## config.mk

```make
export PLATFORM = sky130hd
export DESIGN_NAME = phase_seq_top
export DESIGN_NICKNAME = d
export VERILOG_FILES = /design/src/rtl/phase_seq_pkg.sv /design/src/rtl/phase_seq_ctrl.sv /design/src/rtl/phase_seq_count.sv /design/src/rtl/phase_seq_top.sv
export SDC_FILE = /design/constraint.sdc
export NUM_CORES = 1
export LEC_CHECK = 0
export BUFFER_PORTS_ARGS = -buffer_cell sky130_fd_sc_hd__buf_4
export CAP_MARGIN = 5
export CORE_AREA = 4 4 41 43
export DETAILED_ROUTE_END_ITERATION = 8
export DIE_AREA = 0 0 45 47
export PLACE_DENSITY = 0.52
export SETUP_SLACK_MARGIN = 0.02
export SYNTH_ARGS = -nofsm -noshare
export SYNTH_HDL_FRONTEND = slang
export SYNTH_SLANG_ARGS = --single-unit
```

## constraint.sdc

```tcl
create_clock -name clk -period 2 [get_ports clk]
set_input_delay 0 -clock clk [delete_from_list [all_inputs] [get_ports clk]]
set_output_delay 0 -clock clk [all_outputs]
set_load 0.03 [all_outputs]
```

## src/rtl/phase_seq_pkg.sv

```systemverilog
package phase_seq_pkg;

  typedef enum logic [1:0] {
    PH_IDLE  = 2'd0,
    PH_ARMED = 2'd1,
    PH_RUN   = 2'd2
  } phase_t;

  // strobes from control to the count datapath
  typedef struct packed {
    logic loadZero;
    logic loadTerm;
    logic advance;
    logic running;
  } ctrlStrobes_t;

endpackage

```

## src/rtl/phase_seq_ctrl.sv

```systemverilog
module phase_seq_ctrl
  import phase_seq_pkg::*;
(
  input  logic         clk,
  input  logic         rst,
  input  logic         startReq,
  input  logic         atLastStep,
  output ctrlStrobes_t strobes
);

  phase_t phaseQ;
  phase_t phaseD;

  always_comb begin
    phaseD  = phaseQ;
    strobes = '0;
    unique case (phaseQ)
      PH_IDLE: begin
        if (startReq) begin
          phaseD           = PH_ARMED;
          strobes.loadZero = 1'b1;
        end
      end
      PH_ARMED: begin
        if (startReq) begin
          phaseD           = PH_IDLE;
          strobes.loadTerm = 1'b1;
        end else begin
          phaseD = PH_RUN;
        end
      end
      PH_RUN: begin
        strobes.running = 1'b1;
        strobes.advance = 1'b1;
        if (atLastStep) phaseD = PH_IDLE;
      end
      default: begin
        phaseD           = PH_IDLE;
        strobes.loadTerm = 1'b1;
      end
    endcase
  end

  always_ff @(posedge clk) begin
    if (rst) phaseQ <= PH_IDLE;
    else     phaseQ <= phaseD;
  end

endmodule

```

## src/rtl/phase_seq_count.sv

```systemverilog
module phase_seq_count
  import phase_seq_pkg::*;
#(
  parameter int COUNT_W = 4,
  parameter int CAP_LEN = 8
) (
  input  logic               clk,
  input  logic               rst,
  input  ctrlStrobes_t       strobes,
  output logic [COUNT_W-1:0] countQ,
  output logic               atLastStep,
  output logic               captureEn,
  output logic               compareEn
);

  localparam logic [COUNT_W-1:0] TERM_VAL = {COUNT_W{1'b1}};
  localparam logic [COUNT_W-1:0] LAST_VAL = TERM_VAL - 1'b1;
  localparam logic [COUNT_W-1:0] CAP_END  = COUNT_W'(CAP_LEN);

  always_ff @(posedge clk) begin
    if (rst || strobes.loadTerm) countQ <= TERM_VAL;
    else if (strobes.loadZero)   countQ <= '0;
    else if (strobes.advance)    countQ <= countQ + 1'b1;
  end

  assign atLastStep = (countQ == LAST_VAL);

  // window decode: capture below CAP_END, compare from there to terminal
  always_comb begin
    captureEn = 1'b0;
    compareEn = 1'b0;
    if (strobes.running) begin
      if (countQ < CAP_END)       captureEn = 1'b1;
      else if (countQ != TERM_VAL) compareEn = 1'b1;
    end
  end

endmodule

```

## src/rtl/phase_seq_top.sv

```systemverilog
module phase_seq_top
  import phase_seq_pkg::*;
#(
  parameter int COUNT_W = 4,
  parameter int CAP_LEN = 8
) (
  input  logic               clk,
  input  logic               rst,
  input  logic               startReq,
  output logic               captureEn,
  output logic               compareEn,
  output logic [COUNT_W-1:0] phaseCount
);

  ctrlStrobes_t strobes;
  logic         atLastStep;

  phase_seq_ctrl u_ctrl (
    .clk        (clk),
    .rst        (rst),
    .startReq   (startReq),
    .atLastStep (atLastStep),
    .strobes    (strobes)
  );

  phase_seq_count #(
    .COUNT_W (COUNT_W),
    .CAP_LEN (CAP_LEN)
  ) u_count (
    .clk        (clk),
    .rst        (rst),
    .strobes    (strobes),
    .countQ     (phaseCount),
    .atLastStep (atLastStep),
    .captureEn  (captureEn),
    .compareEn  (compareEn)
  );

endmodule

```

==> results of run 1 <==
==> routing by layer <==
metal  vias to the layer above  GRT usage, %
li1                        168             -
met1                       140         10.93
met2                         8         12.15
met3                         2         6.130
met4                         0         8.772
met5                         -             0
==> per-stage QoR <==
stage,total power [mW],std cells,util (%)
6_report,0.3418,66,34.13
5_1_grt,0.3694,66,34.13
4_1_cts,0.3499,66,34.13
3_5_place_dp,0.2302,62,31.63
3_3_place_gp,0.2313,62,31.63
2_1_floorplan,0.2060,41,-
==> synth_stat cells <==
cell type | instances | area [um^2]
nor3b_1 | 1 | 7.510
nand2b_4 | 2 | 27.53
nand3b_1 | 1 | 7.510
o21ai_0 | 3 | 15.01
buf_6 | 1 | 11.26
inv_1 | 2 | 7.510
nand2_1 | 3 | 11.26
o22a_2 | 1 | 10.01
nor2_2 | 1 | 6.260
dfxtp_1 | 6 | 120.1
a31o_2 | 1 | 8.760
a21oi_1 | 5 | 25.02
nor3_1 | 3 | 15.01
nor2_1 | 4 | 15.01
clkbuf_8 | 1 | 13.76
nand3_1 | 3 | 15.01
o41ai_2 | 1 | 16.27
ha_1 | 2 | 25.02
==> registers in the layout, summed over array words and instances, names as in the netlist <==
name	count
u_count.countQ	4
u_ctrl.phaseQ	2
==> logic make-up (layout without fill, tap and decap cells) <==
| family | Yosys count | count (layout) |
|---|---|---|
| AND/OR/NAND/NOR | 18 | 18 |
| AO/OA/AOI/OAI | 11 | 11 |
| flip-flops | 6 | 6 |
| buffers and inverters | 4 | 14 |
| adder cells (fa/ha/maj) | 2 | 2 |
==> worst min path at each step <==
stage                   from                end  slack [ns]
finish              startReq  u_count.countQ[0]        0.08
global route        startReq  u_count.countQ[0]        0.07
CTS                 startReq  u_count.countQ[0]        0.06
detailed placement       rst   u_ctrl.phaseQ[1]        0.20
global placement         rst   u_ctrl.phaseQ[1]        0.20
floorplan                rst   u_ctrl.phaseQ[1]        0.07
==> layout make-up <==
cell class | count | area (um^2) | area share (%)
multi-input combinational | 31 | 205.2 | 46.20
clock buffer | 3 | 22.52 | 5.070
timing repair buffer | 9 | 70.07 | 15.77
tap | 15 | 18.77 | 4.225
inverter | 2 | 7.507 | 1.690
sequential | 6 | 120.1 | 27.04
==> critical path: cells and delay by family (launching register included) <==
family | cells | cell delay (ns)
flops | 1 | 0.55
buf+inv | 1 | 0.17
simple gates | 1 | 0.16
compound gates | 1 | 0.14
==> power groups by stage <==
stage / Sequential, mW / Combinational, mW / Clock (mW)
2_1_floorplan: 0.159 / 0.0471 / 0
3_3_place_gp: 0.151 / 0.0801 / 0
3_5_place_dp: 0.151 / 0.0791 / 0
4_1_cts: 0.149 / 0.0811 / 0.120
5_1_grt: 0.151 / 0.0877 / 0.130
6_report: 0.149 / 0.0802 / 0.113
==> flow_summary_export.csv, run 1 <==
group,metric,value,unit
die,start_util,27.50,%
global_route,grt_max_degree,11,
worst_setup_path,path_class,"flip-flop to output pin",
global_route,antenna_found_initial,0,
synthesis,synth_top_family_by_area,"simple AND/OR/NAND/NOR gates",
clock_tree,clk_pin_slew,0.04,ns
timing,hold_slack,0.08202,ns
worst_setup_path,startpoint_type,"flip-flop",
synthesis,synth_compound_area_share,20.98,%
drt,highest_layer,"met4",
timing,setup-violations-final,0,
worst_setup_path,arrival,1.27,ns
layout,final_area,444.2,um^2
worst_setup_path,crit_required,2.00,ns
die,row_count,13,
pwr,power.switching,0.1067,mW
synthesis,yosys_warnings,0,
clock_tree,clk_latency,0.24,ns
timing,slew_violations,0,
drt,via_per_inst,4.818,
global_route,grtUsageTotal,9.644,%
worst_setup_path,crit_chain,"nand3b_1 -> a21oi_1 -> buf_4",
synthesis,synth_mux_area_share,0,%
pwr,power.internal,0.2351,mW
synthesis,synth-simple-area-share,29.37,%
clock_tree,cts_tree,"yes",
synthesis,synth_cell_types,18,
timing,rsz0062_at_grt,"no",
worst_setup_path,worst-r2r-cell-count,3,
worst_setup_path,critPathCaptureType,"output pin",
global_route,grt_pass1_vias,303,
timing,relSlewSlack,73.67,%
die,die_area,2115,um^2
worst_setup_path,endpoint,"compareEn",
timing,hold_viol_final,0,
drt,met3_wirelength,53,um
clock_tree,cts_sinks,6,
timing,min_period_over_period,63.30,%
layout,n_fill_cell,145,
timing,worst_clock_skew,0.005930,ns
die,design.core.area,1301,um^2
clock_tree,h-tree-depth,1,
pwr,sw_frac_of_total,31.21,%
clock_tree,root_buffer,"clkbuf_4",
worst_setup_path,slowest_delay,0.55,ns
drt,wl_met2,327,um
worst_setup_path,ff2ff_setup_slack,0.77,ns
clock_tree,numCtsBuffers,3,
drt,wl_per_cell,11.67,um
synthesis,ys_ff_latch,6,
clock_tree,cts_hold_buf,1,
clock_tree,cts_setup_buffers,0,
drt,vias,318,
clock_tree,ctsResizeCount,0,
drt,post-route-drc-count,0,
run,drv_cap,0,
status,run_status,"finished, final reports clean",
worst_setup_path,cp_max_fo,10,
drt,drtIter0Drc,2,
synthesis,synthCells,41,
synthesis,syn_area,357.8,um^2
synthesis,avgSynthCellArea,8.728,um^2
synthesis,ys_seq_area_share,33.57,%
pwr,p_clk_share,33.0,%
drt,met1Wirelength,378,um
place,postPlaceCellArea,411.6,um^2
die,pin_count,9,
worst_setup_path,crit_start,"u_ctrl.phaseQ[1]",
timing,worstMarginPinSlew,0.3944,ns
worst_setup_path,r2r-start,"u_ctrl.phaseQ[1]",
layout,final_cell_mix,"buf_4, dfxtp_1, a21oi_1",
pwr,leakage,0.1884,nW
synthesis,synth_nets,46,
drt,firstDrtPassIters,4,
die,die_h,47,um
global_route,grt_pass1_wl,1.317,mm
timing,layout_min_cycle_time,1.266,ns
place,port_buffers,8,
die,die_w,45,um
worst_setup_path,slowest_stage,"dfxtp_1",
pwr,comb_power_share,23.5,%
min_path,worstHoldPathCells,3,
place,dpl_worst_slack,0.7599,ns
layout,diodes,0,
timing,max_freq,790.0,MHz
synthesis,synth_fa_ha_area_share,6.993,%
pwr,power.density,769.5,nW/um^2
timing,setup_ws,0.7341,ns
clock_tree,ctsLongestPathBuffers,2,
global_route,grt-ovfl-total,0,
drt,drt-total-wl,770,um
timing,setup_tns,0,ns
place,hpwl,557.6,um
layout,nNetsFinal,58,
place,gp_congestion,0.7396,
drt,ant_nets,0,
layout,drive_gt1_share,33.33,%
worst_setup_path,r2r-end,"u_count.countQ[3]",
min_path,hp-class,"primary input to flip-flop",
pwr,seqPwrFrac,43.5,%
layout,final_common_cell,"buf_4",
synthesis,synth_xor_area_share,0,%
layout,synthToLayoutAreaGrowth,24.13,%
pwr,ir_drop,0.0002910,V
Power figures use the tool's default switching activity.
==> run 2: changes to the inputs <==
Clock period 2 ns to 1.2 ns, I/O delays scaled along.
==> run 2 against run 1 <==
Clock skew fell by 0.0036 ns. Worst hold slack got worse by 0.026 ns. Via count rose by 7.5%. Clock power rose by 67%. Critical path type unchanged. Largest cell class unchanged. Highest routed layer unchanged.
==> flow_summary_export.csv, run 2 (synthesis results as in run 1) <==
group,metric,value,unit
status,run_status,"finished, final reports clean",
min_path,hp-class,"primary input to flip-flop",
clock_tree,h-tree-depth,1,
layout,reg_top3,"u_count.countQ (4), u_ctrl.phaseQ (2)",
worst_setup_path,cp_max_fo,6,
worst_setup_path,critPathCaptureType,"output pin",
worst_setup_path,arrival,1.14,ns
timing,rsz0062_at_grt,"yes",
min_path,worstHoldPathCells,3,
place,postPlaceCellArea,437.9,um^2
pwr,sw_frac_of_total,31.18,%
drt,drt-total-wl,792,um
global_route,grtUsageTotal,9.264,%
layout,top_register,"u_count.countQ",
layout,final_area,474.2,um^2
drt,drtIter0Drc,10,
drt,wl_per_cell,11.48,um
timing,min_period_over_period,94.82,%
timing,hold_slack,0.05631,ns
timing,slew_violations,0,
drt,vias,342,
timing,hold_viol_final,0,
pwr,power.density,1231,nW/um^2
die,start_util,27.50,%
global_route,grt_use_met2,14.41,%
timing,worstMarginPinSlew,0.2232,ns
layout,final_cell_mix,"buf_4, a21oi_1, nor2_1",
drt,post-route-drc-count,0,
global_route,grt-ovfl-total,0,
pwr,comb_power_share,25.6,%
die,pin_count,9,
timing,layout_min_cycle_time,1.138,ns
worst_setup_path,worst-r2r-cell-count,5,
global_route,grt_pass1_wl,1.393,mm
pwr,power.internal,0.4017,mW
die,die_w,45,um
layout,largest_register_ffs,4,
global_route,grt_pass1_vias,320,
clock_tree,cts_setup_buffers,0,
drt,via_per_inst,4.957,
layout,fin_cells,69,
run,drv_cap,0,
clock_tree,root_buffer,"clkbuf_4",
die,die_area,2115,um^2
die,die_h,47,um
die,row_count,13,
global_route,antenna_found_initial,0,
pwr,seqPwrFrac,42.0,%
pwr,p_clk_share,32.3,%
worst_setup_path,startpoint_type,"flip-flop",
layout,diodes,0,
timing,setup_tns,0,ns
pwr,ir_drop,0.0006196,V
worst_setup_path,crit_required,1.20,ns
drt,firstDrtPassIters,4,
global_route,use_met3,3.448,%
layout,final_common_cell,"buf_4",
die,design.core.area,1301,um^2
worst_setup_path,path_class,"flip-flop to output pin",
timing,setup-violations-final,0,
clock_tree,clk_pin_slew,0.05,ns
global_route,busiest_layer,"met2",
timing,relSlewSlack,85.01,%
clock_tree,clk_latency,0.25,ns
global_route,grt_max_degree,7,
clock_tree,cts_tree,"yes",
place,port_buffers,8,
timing,max_freq,878.9,MHz
pwr,leakage,0.2037,nW
place,hpwl,607,um
pwr,power.total,0.5837,mW
layout,synthToLayoutAreaGrowth,32.52,%
layout,nNetsFinal,61,
place,gp_congestion,0.7761,
place,place_inst,65,
layout,drive_gt1_share,44.44,%
timing,worst_clock_skew,0.002326,ns
global_route,grt_use_met1,10.98,%
clock_tree,numCtsBuffers,3,
pwr,power.switching,0.1820,mW
clock_tree,ctsLongestPathBuffers,2,
drt,ant_nets,0,
clock_tree,cts_sinks,6,
run 2: path summary, 6_finish.rpt:
path | slack, ns | start | endpoint
max | 0.06 | u_count.countQ[0] | compareEn
min | 0.06 | startReq | u_count.countQ[0]
min reg2reg | 0.52 | u_count.countQ[0] | u_count.countQ[0]
max reg2reg | 0.11 | u_count.countQ[0] | u_count.countQ[1]
run 2: repair_timing:
action	CTS	global route
hold buffers	1	0
gates resized for setup	0	2
endpoints found under the setup margin	0	2
hold endpoints to repair	4	0
run 2: power by group through the flow:
| stage | registers (mW) | clock network (mW) | logic (mW) |
|---|---|---|---|
| 2_1_floorplan | 0.267 | 0 | 0.0786 |
| 3_3_place_gp | 0.248 | 0 | 0.149 |
| 3_5_place_dp | 0.248 | 0 | 0.147 |
| 4_1_cts | 0.245 | 0.197 | 0.151 |
| 5_1_grt | 0.249 | 0.208 | 0.164 |
| 6_report | 0.245 | 0.189 | 0.149 |
run 2: cell type report:
cell class,count,area (um^2)
clock buffer,3,22.52
fill,146,827.0
inverter,2,7.507
multi-input combinational,31,205.2
sequential,6,127.6
tap,15,18.77
timing repair buffer,12,92.59
run 2: through the flow:
| step | worst slack, ns | util [%] |
|---|---|---|
| after global placement | 0.1386 | 33.65 |
| final | 0.06219 | 36.44 |
| after detailed placement | 0.1144 | 33.65 |
| after CTS | 0.04635 | 36.15 |
| after global routing | 0.01893 | 36.44 |
| after floorplan | 0.008400 | - |
run 2: metal layers:
layer	up-vias	share of wire [%]
li1	174	-
met1	147	48
met2	19	42
met3	2	6.8
met4	0	2.7
met5	-	0
run 2: critical path, cell delays in order (launching register included):
cell	delay (ns)
dfxtp_4	0.36
ha_1	0.22
a21oi_1	0.14
buf_4	0.18
